`src/rtl/tlb_pkg.sv`:
```
// Shared types for the address-space-tagged translation cache.
// Assumes nothing beyond IEEE 1800-2017 packages.
package tlb_pkg;
    typedef enum logic [0:0] {
        ST_IDLE = 1'b0,
        ST_WALK = 1'b1
    } tlb_state_e;
endpackage

```
`src/rtl/tlb_entry_store.sv`:
```
// Entry storage with a parallel tag compare.
// Each entry holds a valid bit, a pinned bit, the page number, the identifier
// and the frame. Lookup is combinational on the presented key. Flushes and
// the single write port act at the clock edge; a write overrides a flush on
// the same slot. Assumes at most one entry matches any key, which holds
// because fills happen only after a miss.
module tlb_entry_store #(
    parameter int N      = 8,
    parameter int VPN_W  = 20,
    parameter int ASID_W = 8,
    parameter int PFN_W  = 20,
    localparam int IDX_W = $clog2(N)
) (
    input  logic              clk,
    input  logic              rst_n,
    input  logic [VPN_W-1:0]  lk_vpn,
    input  logic [ASID_W-1:0] lk_asid,
    output logic              lk_hit,
    output logic [PFN_W-1:0]  lk_pfn,
    input  logic              wr_en,
    input  logic [IDX_W-1:0]  wr_idx,
    input  logic [VPN_W-1:0]  wr_vpn,
    input  logic [ASID_W-1:0] wr_asid,
    input  logic [PFN_W-1:0]  wr_pfn,
    input  logic              wr_wired,
    input  logic              flush_all,
    input  logic              flush_asid_en,
    input  logic [ASID_W-1:0] flush_asid,
    output logic [N-1:0]      valid_vec,
    output logic [N-1:0]      wired_vec
);
    logic [VPN_W-1:0]  vpn_q  [N];
    logic [ASID_W-1:0] asid_q [N];
    logic [PFN_W-1:0]  pfn_q  [N];
    logic [N-1:0]      hit_vec;

    for (genvar i = 0; i < N; i++) begin : g_ent
        logic kill;

        // Decide whether a flush clears this entry (pinned entries are exempt).
        always_comb begin
            kill = !wired_vec[i] &&
                   (flush_all || (flush_asid_en && (asid_q[i] == flush_asid)));
        end

        // Per-entry state update: reset, flush, then fill write.
        always_ff @(posedge clk) begin
            if (!rst_n) begin
                valid_vec[i] <= 1'b0;
                wired_vec[i] <= 1'b0;
                vpn_q[i]     <= '0;
                asid_q[i]    <= '0;
                pfn_q[i]     <= '0;
            end else begin
                if (kill) begin
                    valid_vec[i] <= 1'b0;
                end
                if (wr_en && (wr_idx == IDX_W'(i))) begin
                    valid_vec[i] <= 1'b1;
                    wired_vec[i] <= wr_wired;
                    vpn_q[i]     <= wr_vpn;
                    asid_q[i]    <= wr_asid;
                    pfn_q[i]     <= wr_pfn;
                end
            end
        end

        // Tag compare: page number and identifier must both match.
        always_comb begin
            hit_vec[i] = valid_vec[i] && (vpn_q[i] == lk_vpn) && (asid_q[i] == lk_asid);
        end

        // a pinned entry keeps its contents for as long as it exists.
        assert_pinned_kept_R6: assert property (@(posedge clk) disable iff (!rst_n)
            (valid_vec[i] && wired_vec[i]) |=>
            (valid_vec[i] && wired_vec[i] && $stable(vpn_q[i]) &&
             $stable(asid_q[i]) && $stable(pfn_q[i])))
            else $error("pinned entry %0d changed", i);
    end

    // Merge the matching frame into one output.
    always_comb begin
        lk_pfn = '0;
        for (int i = 0; i < N; i++) begin
            if (hit_vec[i]) lk_pfn = lk_pfn | pfn_q[i];
        end
        lk_hit = |hit_vec;
    end

    // no key ever matches two entries.
    assert_single_match_R1: assert property (@(posedge clk) disable iff (!rst_n)
        $onehot0(hit_vec))
        else $error("multiple entries match one key");
endmodule

```
`src/rtl/tlb_victim_pick.sv`:
```
// Replacement slot selection.
// Prefers the lowest-numbered empty slot. When no slot is empty, it scans from
// a round-robin pointer for the first unpinned slot. The pointer advances past
// a slot only when that slot is actually replaced. Assumes N >= 2.
module tlb_victim_pick #(
    parameter int N = 8,
    localparam int IDX_W = $clog2(N)
) (
    input  logic             clk,
    input  logic             rst_n,
    input  logic [N-1:0]     valid_vec,
    input  logic [N-1:0]     wired_vec,
    input  logic             commit,
    output logic [IDX_W-1:0] victim_idx,
    output logic             victim_ok
);
    localparam logic [IDX_W:0]   N_EXT = (IDX_W+1)'(N);
    localparam logic [IDX_W-1:0] LAST  = IDX_W'(N - 1);

    logic [IDX_W-1:0] rr_q;
    logic [IDX_W-1:0] free_idx, rot_idx;
    logic             free_found, rot_found;
    logic [IDX_W:0]   cand;

    // Search for an empty slot and for the next unpinned slot from the pointer.
    always_comb begin
        free_found = 1'b0;
        free_idx   = '0;
        for (int i = N - 1; i >= 0; i--) begin
            if (!valid_vec[i]) begin
                free_found = 1'b1;
                free_idx   = IDX_W'(i);
            end
        end
        rot_found = 1'b0;
        rot_idx   = '0;
        cand      = '0;
        for (int k = N - 1; k >= 0; k--) begin
            cand = {1'b0, rr_q} + (IDX_W+1)'(k);
            if (cand >= N_EXT) cand = cand - N_EXT;
            if (!wired_vec[cand[IDX_W-1:0]]) begin
                rot_found = 1'b1;
                rot_idx   = cand[IDX_W-1:0];
            end
        end
        victim_ok  = free_found || rot_found;
        victim_idx = free_found ? free_idx : rot_idx;
    end

    // Advance the round-robin pointer after a replacement.
    always_ff @(posedge clk) begin
        if (!rst_n) begin
            rr_q <= '0;
        end else if (commit && !free_found && rot_found) begin
            rr_q <= (rot_idx == LAST) ? '0 : rot_idx + 1'b1;
        end
    end

    // the chosen slot never holds a live pinned entry.
    assert_victim_unpinned_R6: assert property (@(posedge clk) disable iff (!rst_n)
        (commit && victim_ok) |-> !(valid_vec[victim_idx] && wired_vec[victim_idx]))
        else $error("pinned slot chosen for replacement");
endmodule

```
`src/rtl/tlb_ctrl.sv`:
```
// Lookup and miss sequencing.
// In idle it accepts a request, answers a hit on the next edge, or starts a
// walk. While walking it holds the request for the walker, ignores new
// requests, and on the walker answer writes the fill and returns the frame.
// Assumes the walker answers only while its request is raised.
module tlb_ctrl
    import tlb_pkg::*;
#(
    parameter int VPN_W  = 20,
    parameter int ASID_W = 8,
    parameter int PFN_W  = 20
) (
    input  logic              clk,
    input  logic              rst_n,
    input  logic              req_valid,
    input  logic [VPN_W-1:0]  req_vpn,
    input  logic [ASID_W-1:0] req_asid,
    input  logic              lk_hit,
    input  logic [PFN_W-1:0]  lk_pfn,
    input  logic              walk_rsp_valid,
    input  logic [PFN_W-1:0]  walk_rsp_pfn,
    input  logic              victim_ok,
    output logic              fill_en,
    output logic              fill_commit,
    output logic [VPN_W-1:0]  pend_vpn,
    output logic [ASID_W-1:0] pend_asid,
    output logic              resp_valid,
    output logic              resp_hit,
    output logic [PFN_W-1:0]  resp_pfn,
    output logic              busy,
    output logic              walk_req_valid
);
    tlb_state_e state_q;

    // Fill strobes: a walker answer always completes; it is stored only if a slot exists.
    always_comb begin
        fill_commit = (state_q == ST_WALK) && walk_rsp_valid;
        fill_en     = fill_commit && victim_ok;
    end

    // Sequencing of requests, hits, walks and responses.
    always_ff @(posedge clk) begin
        if (!rst_n) begin
            state_q    <= ST_IDLE;
            pend_vpn   <= '0;
            pend_asid  <= '0;
            resp_valid <= 1'b0;
            resp_hit   <= 1'b0;
            resp_pfn   <= '0;
        end else begin
            resp_valid <= 1'b0;
            unique case (state_q)
                ST_IDLE: begin
                    if (req_valid) begin
                        pend_vpn  <= req_vpn;
                        pend_asid <= req_asid;
                        if (lk_hit) begin
                            resp_valid <= 1'b1;
                            resp_hit   <= 1'b1;
                            resp_pfn   <= lk_pfn;
                        end else begin
                            state_q <= ST_WALK;
                        end
                    end
                end
                ST_WALK: begin
                    if (walk_rsp_valid) begin
                        resp_valid <= 1'b1;
                        resp_hit   <= 1'b0;
                        resp_pfn   <= walk_rsp_pfn;
                        state_q    <= ST_IDLE;
                    end
                end
                default: state_q <= ST_IDLE;
            endcase
        end
    end

    // Walk request and busy flag follow the state.
    always_comb begin
        busy           = (state_q == ST_WALK);
        walk_req_valid = busy;
    end

    // an unanswered walk request stays raised with the same key.
    assert_walk_held_R3: assert property (@(posedge clk) disable iff (!rst_n)
        (walk_req_valid && !walk_rsp_valid) |=>
        (walk_req_valid && $stable(pend_vpn) && $stable(pend_asid)))
        else $error("walk request dropped or changed");

    // a walker answer completes the miss on the next edge.
    assert_fill_done_R4: assert property (@(posedge clk) disable iff (!rst_n)
        (walk_req_valid && walk_rsp_valid) |=> (resp_valid && !resp_hit && !busy))
        else $error("fill did not complete");

    // while a walk waits, no response is produced.
    assert_busy_quiet_R10: assert property (@(posedge clk) disable iff (!rst_n)
        (busy && !walk_rsp_valid) |=> !resp_valid)
        else $error("response while busy");
endmodule

```
`src/rtl/asid_tlb.sv`:
```
// Top of the address-space-tagged translation cache.
// Connects the entry store, the replacement picker and the sequencer.
// A flush in the same cycle as a lookup acts on the edge, after that lookup
// has been compared against the old contents.
module asid_tlb #(
    parameter int N      = 8,
    parameter int VPN_W  = 20,
    parameter int ASID_W = 8,
    parameter int PFN_W  = 20
) (
    input  logic              clk,
    input  logic              rst_n,
    input  logic              req_valid,
    input  logic [VPN_W-1:0]  req_vpn,
    input  logic [ASID_W-1:0] req_asid,
    output logic              resp_valid,
    output logic              resp_hit,
    output logic [PFN_W-1:0]  resp_pfn,
    output logic              busy,
    output logic              walk_req_valid,
    output logic [VPN_W-1:0]  walk_req_vpn,
    output logic [ASID_W-1:0] walk_req_asid,
    input  logic              walk_rsp_valid,
    input  logic [PFN_W-1:0]  walk_rsp_pfn,
    input  logic              walk_rsp_wired,
    input  logic              flush_all,
    input  logic              flush_asid_en,
    input  logic [ASID_W-1:0] flush_asid
);
    localparam int IDX_W = $clog2(N);

    logic             lk_hit;
    logic [PFN_W-1:0] lk_pfn;
    logic             fill_en, fill_commit, victim_ok;
    logic [IDX_W-1:0] victim_idx;
    logic [N-1:0]     valid_vec, wired_vec;

    tlb_entry_store #(.N(N), .VPN_W(VPN_W), .ASID_W(ASID_W), .PFN_W(PFN_W)) u_store (
        .clk(clk), .rst_n(rst_n),
        .lk_vpn(req_vpn), .lk_asid(req_asid), .lk_hit(lk_hit), .lk_pfn(lk_pfn),
        .wr_en(fill_en), .wr_idx(victim_idx), .wr_vpn(walk_req_vpn),
        .wr_asid(walk_req_asid), .wr_pfn(walk_rsp_pfn), .wr_wired(walk_rsp_wired),
        .flush_all(flush_all), .flush_asid_en(flush_asid_en), .flush_asid(flush_asid),
        .valid_vec(valid_vec), .wired_vec(wired_vec)
    );

    tlb_victim_pick #(.N(N)) u_pick (
        .clk(clk), .rst_n(rst_n),
        .valid_vec(valid_vec), .wired_vec(wired_vec), .commit(fill_commit),
        .victim_idx(victim_idx), .victim_ok(victim_ok)
    );

    tlb_ctrl #(.VPN_W(VPN_W), .ASID_W(ASID_W), .PFN_W(PFN_W)) u_ctrl (
        .clk(clk), .rst_n(rst_n),
        .req_valid(req_valid), .req_vpn(req_vpn), .req_asid(req_asid),
        .lk_hit(lk_hit), .lk_pfn(lk_pfn),
        .walk_rsp_valid(walk_rsp_valid), .walk_rsp_pfn(walk_rsp_pfn),
        .victim_ok(victim_ok), .fill_en(fill_en), .fill_commit(fill_commit),
        .pend_vpn(walk_req_vpn), .pend_asid(walk_req_asid),
        .resp_valid(resp_valid), .resp_hit(resp_hit), .resp_pfn(resp_pfn),
        .busy(busy), .walk_req_valid(walk_req_valid)
    );

    // nothing is pending or reported in the cycle after reset.
    assert_reset_quiet_R11: assert property (@(posedge clk)
        !rst_n |=> (!resp_valid && !busy && !walk_req_valid))
        else $error("outputs active after reset");
endmodule

```
`config.mk`:
```
export PLATFORM = sky130hd
export DESIGN_NAME = asid_tlb
export DESIGN_NICKNAME = d
export VERILOG_FILES = /design/src/rtl/tlb_pkg.sv /design/src/rtl/tlb_entry_store.sv /design/src/rtl/tlb_victim_pick.sv /design/src/rtl/tlb_ctrl.sv /design/src/rtl/asid_tlb.sv
export SDC_FILE = /design/constraint.sdc
export NUM_CORES = 1
export LEC_CHECK = 0
export ABC_CLOCK_PERIOD_IN_PS = 10600
export BUFFER_PORTS_ARGS = -buffer_cell sky130_fd_sc_hd__buf_4
export CAP_MARGIN = 20
export CORE_ASPECT_RATIO = 0.7
export CORE_MARGIN = 2
export CORE_UTILIZATION = 32
export DETAILED_ROUTE_END_ITERATION = 7
export PLACE_DENSITY_LB_ADDON = 0.2
export SLEW_MARGIN = 20
export SYNTH_ARGS = -nofsm -noshare
export SYNTH_HDL_FRONTEND = slang
export SYNTH_HIERARCHICAL = 1
export SYNTH_SLANG_ARGS = --single-unit
```
`constraint.sdc`:
```
create_clock -name clk -period 10.6 [get_ports clk]
set_clock_uncertainty 0.05 [all_clocks]
set_input_delay 0 -clock clk [delete_from_list [all_inputs] [get_ports clk]]
set_output_delay 0 -clock clk [all_outputs]
set_load 0.01 [all_outputs]
```
==> key figures, run 1 <==
Status
  • Status: completed

Worst setup path
  • WS Path Type: register to register
  • Critical path cell sequence: inv_1 > ha_1 > mux4_2 > nand2b_1 > nand3_1 > o211ai_1 > a2111oi_1 > o21bai_1 > or3b_1 > or2_2 > nand2_2 > buf_4
  • Critical Path AT: approximately 6.0 ns
  • Worst stage delay on the critical path: ~0.94 ns
  • Slowest cell on crit path: dfxtp_1
  • Crit. End Element: register
  • Crit-path max FO: 36
  • Req. time, crit path: between 10 and 15 ns
  • Startpoint types: register

Clock tree
  • CTS tree: yes
  • Num CTS Buffers: 51
  • Worst skew pair latency: 0.62 ns
  • Clock transition at path regs: 0.06 ns
  • Clock Sinks: 454
  • Deepest clock path buffer count: 3
  • CTS Root Cell: clkbuf_16
  • Postcts setup bufs: 0
  • CTS H-tree depth: 2

STA
  • Minimum clock period: slightly below 6 ns
  • Slew @ Worst Pin: roughly 1.4 ns
  • Setup TNS Final: 0 ns
  • Final Setup Violations: 0
  • Fmax achieved: 0.172 GHz
  • RSZ-0062 raised after global routing: no
  • Final hold vios: 0
  • Final Max Tran Viols: 0
  • Slew headroom: under 10%
  • Final period utilization: 54.7%
  • Hold_ws: roughly 0.028 ns

Logic synthesis
  • Mean Syn Cell Area: between 10 and 15 sq um
  • Mapped cell area: between 20000 and 25000 sq um
  • Yosys reg bits: ~450
  • Ys Warns: 6
  • Post-synthesis sequential area ratio: between 50% and 60%
  • Syn Nets: 1918
  • Main synth FF type: edfxtp_1
  • Number of flops mapped to enable cells by yosys: about 380
  • Post-synth ARST share: 0%
  • Yosys cell types: 70
  • Mapped Cells: roughly 1.9k

Layout
  • # nets final: 2041
  • Layout cells sized above 1: 13.8%
  • Non-filler cells, final: a little under 3k
  • P&R area growth vs syn: 16.9%

Placed design
  • Final GP Congestion: about 0.84
  • DP HPWL: between 40000 and 50000 um
  • Port bufs: between 100 and 150
  • Placed cells: about 2.8k

GRT
  • Global Route Usage Sum: a little over a fifth
  • Initial antenna violation count: 8
  • Vias in the first global route: between 10k and 15k
  • Global-route wire length before repair: between 100000 and 150000 um
  • Maximum number of pins on one net before global-route repair: 72
  • Gr ovfl total: 0

Detailed routing
  • DR DRC count: 0
  • Detail Route Antenna Nets: 0
  • 1st-iter DRT viols: between 1.5k and 2k
  • Drt first pass iters: 5
  • Routed wire length: a little under 80000 um
  • Vias/cell: between 5 and 6
  • Drt wl/cell: between 20 and 30 um
  • Via count: around 15k

Pwr
  • Total power draw: 4080 uW
  • Maximum vdd drop: roughly 110 uV
  • Pwr dens: between 150 and 200 nW/um^2
  • Leak pwr: between 0.009 and 0.01 uW

Flow run
  • Max-Cap Viols: 0

Die
  • Area of the die: between 70000 and 80000 sq um
  • Die X: ~320 um
  • Initial Util: 32.4%
  • DIE HEIGHT: between 200 and 250 um
  • Placement Rows: slightly above 80
  • Core area: 70000 sq um
  • I/O pin total: approximately 120

Min path
  • Worst hold path type: primary input to register
[Yosys cell counts (all sizes together) (26+ instances only)]
master,count,area (sq um)
o21ai,46,230
xnor2,141,1230
a22oi,62,470
nand2,130,488
a21boi,29,221
dfxtp,70,1400
nor4,43,354
nand4,61,382
buf,60,479
mux2i,26,277
edfxtp,384,11500
and2,387,2420
clkbuf,68,272
xor2,143,1260
[state kept, by name, summed over array words and instances, names as in the netlist]
register and count:
u_store/wired_vec 8, u_store/pfn_q 160, u_store/valid_vec 8, u_ctrl/resp_pfn 20, u_ctrl/busy 1, u_ctrl/pend_vpn 20, u_store/vpn_q 160, u_store/asid_q 64
u_pick/rr_q 3, u_ctrl/resp_valid 1, u_ctrl/pend_asid 8, u_ctrl/resp_hit 1
[metrics by stage]
step / util (%) / instance area (sq um) / setup WS [ns]
4_1_cts: 37.8 / 26500 / 4.90
3_3_place_gp: 34.7 / 24300 / 5.03
3_5_place_dp: 34.8 / 24400 / 4.92
6_report: 37.9 / 26500 / 4.80
5_1_grt: 37.9 / 26500 / 4.47
2_1_floorplan: - / 22700 / 3.59
[per-layer routing]
metal,GRT usage [%],vias to the layer above,routed length (um)
li1,-,6829,-
met1,32.4,7691,37500
met2,29.9,581,31900
met3,5.06,86,6580
met4,4.40,6,1260
met5,0,-,40
[cell usage in the layout, fill, tap and decap left out, drive strengths merged, types with 2 or more instances in the layout]
master / Yosys / routed
nand2: 130 / 130
and3: 2 / 2
dlygate4sd3: 0 / 54
o22ai: 4 / 4
or2: 5 / 5
buf: 60 / 145
xor2: 143 / 143
mux2: 5 / 5
o22a: 20 / 20
edfxtp: 384 / 384
dfxtp: 70 / 70
nand4: 61 / 61
o221ai: 2 / 2
o21ai: 46 / 46
xnor2: 141 / 141
inv: 18 / 20
nor3: 7 / 7
a21oi: 3 / 3
mux2i: 26 / 26
nor2: 22 / 22
nor4: 43 / 43
and2: 387 / 387
o2111ai: 5 / 5
o211ai: 12 / 12
mux4: 13 / 13
a21boi: 29 / 29
nand2b: 9 / 9
nand3b: 3 / 3
clkinv: 0 / 20
ha: 4 / 4
o211a: 20 / 20
clkbuf: 68 / 72
a32o: 5 / 5
nand3: 14 / 14
nor2b: 5 / 5
a22oi: 62 / 62
a31oi: 10 / 10
[layout make-up]
| type | count | area (sq um) |
|---|---|---|
| inverters | 18 | 67.6 |
| clock inverters | 22 | 116 |
| flip-flops and latches | 454 | 12900 |
| repair buffers | 199 | 1710 |
| well taps | 954 | 1190 |
| diodes | 1 | 2.50 |
| clock buffers | 72 | 1430 |
| multi-input cells | 1250 | 9070 |
| fillers | 6796 | 43500 |
[critical path, delay by kind of cell, from the launching register on]
kind	cells	cell delay [ns]
simple gates	5	1.57
compound gates	3	1.19
flops	1	0.94
buf+inv	2	0.73
fa+ha+maj	1	0.50
mux	1	0.40
[power by group]
part           internal (uW)  total [uW]  switching (uW)
Sequential              2000        2060            60.6
Clock                    937        1680             743
Combinational            120         334             213
[final timing paths]
check	start	to	slack, ns	cells after the start
min reg2reg	u_ctrl/resp_pfn[15]$_SDFFE_PN0P_	u_ctrl/resp_pfn[15]$_SDFFE_PN0P_	0.45	1
max reg2reg	u_pick/rr_q[1]$_SDFFE_PN0P_	u_store/pfn_q[0][43]$_SDFFCE_PN0P_	4.80	12
max	u_pick/rr_q[1]$_SDFFE_PN0P_	u_store/pfn_q[0][43]$_SDFFCE_PN0P_	4.80	12
min	req_valid	u_ctrl/pend_vpn[6]$_SDFFE_PN0P_	0.03	5
[cell families after synthesis]
logic type	count (synthesis)	share of synthesized area (%)
adder cells (fa/ha/maj)	4	0.221
AO/OA/AOI/OAI	226	7.45
flip-flops	454	57.0
XOR/XNOR	284	11.0
buffers and inverters	147	3.66
AND/OR/NAND/NOR	692	17.8
multiplexers	44	2.84
[what timing repair did]
item | in CTS | in global routing
hold buffers | 54 | 0
hold endpoints to repair | 225 | 0
gates resized for setup | 0 | 0
Note: power is estimated with default switching activity, not from simulation.
==> run 2, diff against run 1 <==
--- a/config.mk
+++ b/config.mk
@@ -5,7 +5,7 @@
 export SDC_FILE = /design/constraint.sdc
 export NUM_CORES = 1
 export LEC_CHECK = 0
-export ABC_CLOCK_PERIOD_IN_PS = 10600
+export ABC_CLOCK_PERIOD_IN_PS = 4900
 export BUFFER_PORTS_ARGS = -buffer_cell sky130_fd_sc_hd__buf_4
 export CAP_MARGIN = 20
 export CORE_ASPECT_RATIO = 0.7
==> constraint.sdc (replaced) <==
create_clock -name clk -period 4.9 [get_ports clk]
set_clock_uncertainty 0.05 [all_clocks]
set_input_delay 0 -clock clk [delete_from_list [all_inputs] [get_ports clk]]
set_output_delay 0 -clock clk [all_outputs]
set_load 0.01 [all_outputs]
==> key figures, run 2 (synthesis results as in run 1) <==
Worst setup path
  • Req. time, crit path: 5.30 ns (was 10.79 ns)
  • Startpoint types: register (unchanged)
  • Critical Path AT: 4.93 ns (was 5.99 ns)
  • Crit-path max FO: 29 (was 36)
  • Crit. End Element: register (unchanged)
  • WS Path Type: register to register (unchanged)

Clock tree
  • Worst skew pair latency: 0.61 ns (was 0.62 ns)
  • Clock Sinks: 454 (unchanged)
  • CTS Root Cell: clkbuf_16 (unchanged)
  • Num CTS Buffers: 50 (was 51)
  • Clock transition at path regs: 0.06 ns (about the same)
  • CTS resizes: 0 (unchanged)
  • CTS hold repair buffers: 54 (unchanged)
  • Postcts setup bufs: 0 (unchanged)
  • CTS tree: yes (unchanged)
  • CTS H-tree depth: 2 (unchanged)
  • Deepest clock path buffer count: 3 (unchanged)

Detailed routing
  • Detail Route Antenna Nets: 0 (unchanged)
  • Drt wl/cell: 25.9 um (was 26.0 um)
  • Via count: 15.2k (about the same)
  • Routed wire length: 77200 um (was 77300 um)
  • DR DRC count: 0 (unchanged)
  • Vias/cell: 5.09 (was 5.12)
  • Drt first pass iters: 5 (unchanged)
  • 1st-iter DRT viols: 1361 (was 1704)

GRT
  • Vias in the first global route: 14.6k (was 14.7k)
  • Global-route wire length before repair: 109000 um (was 110000 um)
  • Initial antenna violation count: 2 (was 8)
  • Maximum number of pins on one net before global-route repair: 57 (was 72)
  • Global Route Usage Sum: 20.9% (was 21.2%)
  • Gr ovfl total: 0 (unchanged)

Layout
  • P&R area growth vs syn: 17.6% (was 16.9%)
  • Top flop regs: u_store/pfn_q (160), u_store/vpn_q (160), u_store/asid_q (64) (unchanged)
  • Non-filler cells, final: 2981 (was 2970)
  • Fillers: 6749 (was 6796)
  • # nets final: 2052 (was 2041)
  • Most frequent cells in the layout: and2_1 (387), edfxtp_1 (384), buf_4 (150), xor2_1 (142), xnor2_1 (141) (was and2_1 (387), edfxtp_1 (384), xor2_1 (142), buf_4 (141), xnor2_1 (141))
  • Commonest non-fill, non-tap cell in the layout: and2_1 (unchanged)
  • Layout cells sized above 1: 14.4% (was 13.8%)

Pwr
  • Leak pwr: 0.00976 uW (was 0.00965 uW)
  • Total power draw: 8930 uW (was 4080 uW)
  • Pwr dens: 335 nW/um^2 (was 154 nW/um^2)
  • Maximum vdd drop: 246 uV (was 115 uV)

STA
  • Final Max Tran Viols: 0 (unchanged)
  • Slew headroom: 28.5% (was 8.46%)
  • Setup TNS Final: 0 ns (unchanged)
  • Hold_ws: 0.0578 ns (was 0.0283 ns)
  • Fmax achieved: 0.220 GHz (was 0.172 GHz)
  • Final period utilization: 92.6% (was 54.7%)
  • Final setup margin: 0.365 ns (was 4.80 ns)
  • RSZ-0062 raised after global routing: no (unchanged)
  • Slew @ Worst Pin: 1.07 ns (was 1.36 ns)
  • Final Setup Violations: 0 (unchanged)
  • Minimum clock period: 4.54 ns (was 5.80 ns)
  • Final hold vios: 0 (unchanged)

Placed design
  • Dpl ws: 0.449 ns (was 4.92 ns)
  • Final GP Congestion: 0.885 (was 0.836)
  • Port bufs: 114 (unchanged)
  • DP HPWL: 49100 um (was 48300 um)
  • Placed cells: 2833 (was 2820)

Die
  • DIE HEIGHT: 227 um (unchanged)
  • Area of the die: 73100 sq um (unchanged)
  • Die X: 322 um (unchanged)
  • Placement Rows: 81 (unchanged)
  • Initial Util: 32.4% (unchanged)
  • Core area: 70000 sq um (unchanged)
  • I/O pin total: 115 (unchanged)

Flow run
  • Max-Cap Viols: 0 (unchanged)

Status
  • Status: completed (unchanged)

Min path
  • Worst hold path type: primary input to register (unchanged)
==> run 2: per-layer routing <==
| layer | track usage [%] | vias up | wire [um] |
|---|---|---|---|
| met5 | 0 | - | 12 |
| met4 | 3.38 | 2 | 923 |
| met3 | 4.18 | 71 | 5630 |
| met2 | 30.8 | 506 | 32700 |
| met1 | 32.0 | 7735 | 37900 |
| li1 | - | 6851 | - |
==> run 2: worst max-delay path, stage by stage (launching register included) <==
cell and delay (ns):
dfxtp_1 0.32, buf_4 0.29, mux4_2 0.64, mux2i_2 0.37, nor2_1 0.13, nor4_1 0.33
a21boi_2 0.15, a22o_1 0.29, nand3b_1 0.42, nor2_4 0.73, buf_4 0.44, and2_1 0.17
==> run 2: where the power goes <==
group          internal [uW]  switching [uW]  total, uW
clock                   2170            1580       3750
combinational            265             460        725
sequential              4330             131       4460
==> run 2: stage by stage <==
step                utilization [%]  instance area (sq um)
floorplan                         -                  22700
global placement               35.0                  24500
detailed placement             35.0                  24500
CTS                            38.1                  26700
global route                   38.1                  26700
finish                         38.1                  26700
==> run 2: worst paths after layout <==
kind | from | end | slack [ns] | cells past startpoint
setup / recovery | u_pick/rr_q[1]$_SDFFE_PN0P_ | u_store/pfn_q[1][44]$_SDFFCE_PN0P_ | 0.36 | 11
hold reg to reg | u_ctrl/resp_pfn[11]$_SDFFE_PN0P_ | u_ctrl/resp_pfn[11]$_SDFFE_PN0P_ | 0.45 | 1
hold / removal | req_valid | u_ctrl/pend_vpn[18]$_SDFFE_PN0P_ | 0.06 | 5
setup reg to reg | u_pick/rr_q[1]$_SDFFE_PN0P_ | u_store/pfn_q[1][44]$_SDFFCE_PN0P_ | 0.36 | 11
==> run 2: cell type report <==
cell class	instances	area, sq um	area share (%)
Inverter	18	67.6	0.253
Tap cell	954	1190	4.47
Clock buffer	83	1530	5.72
Clock inverter	10	93.8	0.352
Timing Repair Buffer	211	1810	6.77
Antenna cell	1	2.50	0.00938
Multi-Input combinational cell	1250	9060	34.0
Sequential cell	454	12900	48.5
==> run 3, diff against run 2 <==
--- a/config.mk
+++ b/config.mk
@@ -13,7 +13,9 @@
 export CORE_UTILIZATION = 32
 export DETAILED_ROUTE_END_ITERATION = 7
 export PLACE_DENSITY_LB_ADDON = 0.2
-export SLEW_MARGIN = 20
+export RECOVER_POWER = 25
+export SKIP_CTS_REPAIR_TIMING = 1
+export SLEW_MARGIN = 5
 export SYNTH_ARGS = -nofsm -noshare
 export SYNTH_HDL_FRONTEND = slang
 export SYNTH_HIERARCHICAL = 1
==> key figures, run 3 (synthesis results as in run 1) <==
STA
  • Minimum clock period: 4.57 ns (was 4.54 ns)
  • Final Max Tran Viols: 82 (was 0)
  • Fmax achieved: 0.219 GHz (was 0.220 GHz)
  • Final hold vios: 0 (unchanged)
  • Hold_ws: 0.0555 ns (was 0.0578 ns)
  • RSZ-0062 raised after global routing: no (unchanged)
  • Setup TNS Final: 0 ns (unchanged)
  • Slew @ Worst Pin: 2.27 ns (was 1.07 ns)
  • Final setup margin: 0.331 ns (was 0.365 ns)
  • Final Setup Violations: 0 (unchanged)
  • Final period utilization: 93.2% (was 92.6%)
  • Slew headroom: -51.4% (was 28.5%)

GRT
  • GR Util met1: 31.7% (was 32.0%)
  • M3 GR Usage: 4.48% (was 4.18%)
  • Global-route wire length before repair: 108000 um (was 109000 um)
  • Gr ovfl total: 0 (unchanged)
  • Maximum number of pins on one net before global-route repair: 57 (unchanged)
  • Vias in the first global route: 14.4k (was 14.6k)
  • Global Route Usage Sum: 20.9% (about the same)
  • GR Layer Usage met2: 30.7% (was 30.8%)
  • Gr busiest metal: met1 (unchanged)
  • Initial antenna violation count: 3 (was 2)

Die
  • Initial Util: 32.4% (unchanged)
  • Die X: 322 um (unchanged)
  • I/O pin total: 115 (unchanged)
  • Core area: 70000 sq um (unchanged)
  • Placement Rows: 81 (unchanged)
  • DIE HEIGHT: 227 um (unchanged)
  • Area of the die: 73100 sq um (unchanged)

Layout
  • Top flop regs: u_store/pfn_q (160), u_store/vpn_q (160), u_store/asid_q (64) (unchanged)
  • Commonest non-fill, non-tap cell in the layout: edfxtp_1 (was and2_1)
  • Non-filler cells, final: 2986 (was 2981)
  • Layout cells sized above 1: 11.5% (was 14.4%)
  • # nets final: 2052 (unchanged)
  • P&R area growth vs syn: 16.6% (was 17.6%)
  • Post-layout util: 37.8% (was 38.1%)
  • Most frequent cells in the layout: edfxtp_1 (384), and2_1 (372), xor2_1 (142), xnor2_1 (141), nand2_1 (126) (was and2_1 (387), edfxtp_1 (384), buf_4 (150), xor2_1 (142), xnor2_1 (141))

Detailed routing
  • Drt first pass iters: 6 (was 5)
  • Drt wl/cell: 25.8 um (was 25.9 um)
  • Detail Route Antenna Nets: 0 (unchanged)
  • DR DRC count: 0 (unchanged)
  • Via count: 15.2k (about the same)
  • Vias/cell: 5.09 (about the same)
  • 1st-iter DRT viols: 1467 (was 1361)
  • Routed wire length: 77200 um (unchanged)

Pwr
  • Pwr dens: 337 nW/um^2 (was 335 nW/um^2)
  • Leak pwr: 0.00952 uW (was 0.00976 uW)
  • Maximum vdd drop: 248 uV (was 246 uV)

Clock tree
  • CTS Root Cell: clkbuf_16 (unchanged)
  • CTS tree: yes (unchanged)
  • Clock Sinks: 454 (unchanged)
  • Num CTS Buffers: 50 (unchanged)
  • Clock transition at path regs: 0.06 ns (about the same)
  • Worst skew pair latency: 0.61 ns (about the same)
  • Deepest clock path buffer count: 3 (unchanged)
  • CTS H-tree depth: 2 (unchanged)

Worst setup path
  • Reg2reg start: u_pick/rr_q[1]$_SDFFE_PN0P_ (unchanged)
  • Worst r2r path cells: 12 (was 11)
  • WS Path Type: register to register (unchanged)
  • Req. time, crit path: 5.05 ns (was 5.30 ns)
  • Crit. End Element: register (unchanged)
  • Crit-path max FO: 49 (was 29)
  • Startpoint types: register (unchanged)
  • Critical Path AT: 4.72 ns (was 4.93 ns)
  • Reg2reg end: u_store/pfn_q[1][22]$_SDFFCE_PN0P_ (was u_store/pfn_q[1][44]$_SDFFCE_PN0P_)
  • Worst reg-to-reg setup slack: 0.33 ns (was 0.36 ns)

Min path
  • Hold EP: u_store/valid_vec[2]$_SDFFE_PN0P_ (was u_ctrl/pend_vpn[18]$_SDFFE_PN0P_)
  • Min-delay src: flush_asid[0] (was req_valid)
  • Worst hold path type: primary input to register (unchanged)
  • WHS Path Cells: 5 (unchanged)

Placed design
  • Placed cells: 2833 (unchanged)
  • DP HPWL: 49100 um (unchanged)
  • Final GP Congestion: 0.885 (unchanged)
  • Dpl ws: 0.449 ns (unchanged)
  • Port bufs: 114 (unchanged)

Status
  • Failing checks: max-capacitance violations, max-slew violations
  • Status: finished with violations (was completed)

Flow run
  • Max-Cap Viols: 3 (was 0)
run 3: cell count changes in the layout (fill, tap and decap cells not counted), sizes merged:
| cell | change |
|---|---|
| clkbuf | +59 |
| buf | -59 |
| diode | +5 |
run 3: worst max-delay path: stages, from the launching register on:
cell      delay (ns)
dfxtp_1         0.32
inv_1           0.06
ha_1            0.44
mux4_2          0.42
mux2_1          0.41
nor2_1          0.18
nor2_1          0.06
a22oi_1         0.16
a21boi_1        0.35
a22o_1          0.31
nand3_1         0.35
o21ai_4         0.23
clkbuf_4        0.77
run 3: how the worst max path moves through the flow:
stage,endpoint,startpoint,cells past startpoint
3_5_place_dp,u_store/pfn_q[1][48]$_SDFFCE_PN0P_,u_pick/rr_q[1]$_SDFFE_PN0P_,11
3_3_place_gp,u_store/vpn_q[0][46]$_SDFFCE_PN0P_,u_pick/rr_q[1]$_SDFFE_PN0P_,12
5_1_grt,u_store/wired_vec[3]$_SDFFE_PN0P_,u_pick/rr_q[1]$_SDFFE_PN0P_,13
2_1_floorplan,u_store/asid_q[0][16]$_SDFFCE_PN0P_,u_pick/rr_q[1]$_SDFFE_PN0P_,13
4_1_cts,u_store/pfn_q[1][41]$_SDFFCE_PN0P_,u_pick/rr_q[1]$_SDFFE_PN0P_,11
6_report,u_store/pfn_q[1][22]$_SDFFCE_PN0P_,u_pick/rr_q[1]$_SDFFE_PN0P_,12
run 3: metrics by stage:
step                total power (uW)  cell area [sq um]
finish                          8910              26500
detailed placement              5220              24500
CTS                             8960              26100
global route                    9180              26400
floorplan                       4860              22700
global placement                5220              24500
run 3: area by class of cell:
cell class,instances,area [sq um]
multi-input cells,1250,9050
clock buffers,83,1530
diodes,6,15.0
clock inverters,10,93.8
inverters,18,67.6
repair buffers,211,1580
fillers,6791,43600
flip-flops and latches,454,12900
well taps,954,1190
run 3: where the power goes:
group	leakage [uW]	internal (uW)	switching, uW
clock	0.000793	2170	1570
combinational	0.00420	245	462
sequential	0.00452	4330	130
run 3: layer usage:
metal / share of wire (%) / up-vias
met3: 7.3 / 71
met5: 0.016 / -
met4: 1.1 / 2
met1: 49 / 7755
met2: 43 / 524
li1: - / 6853
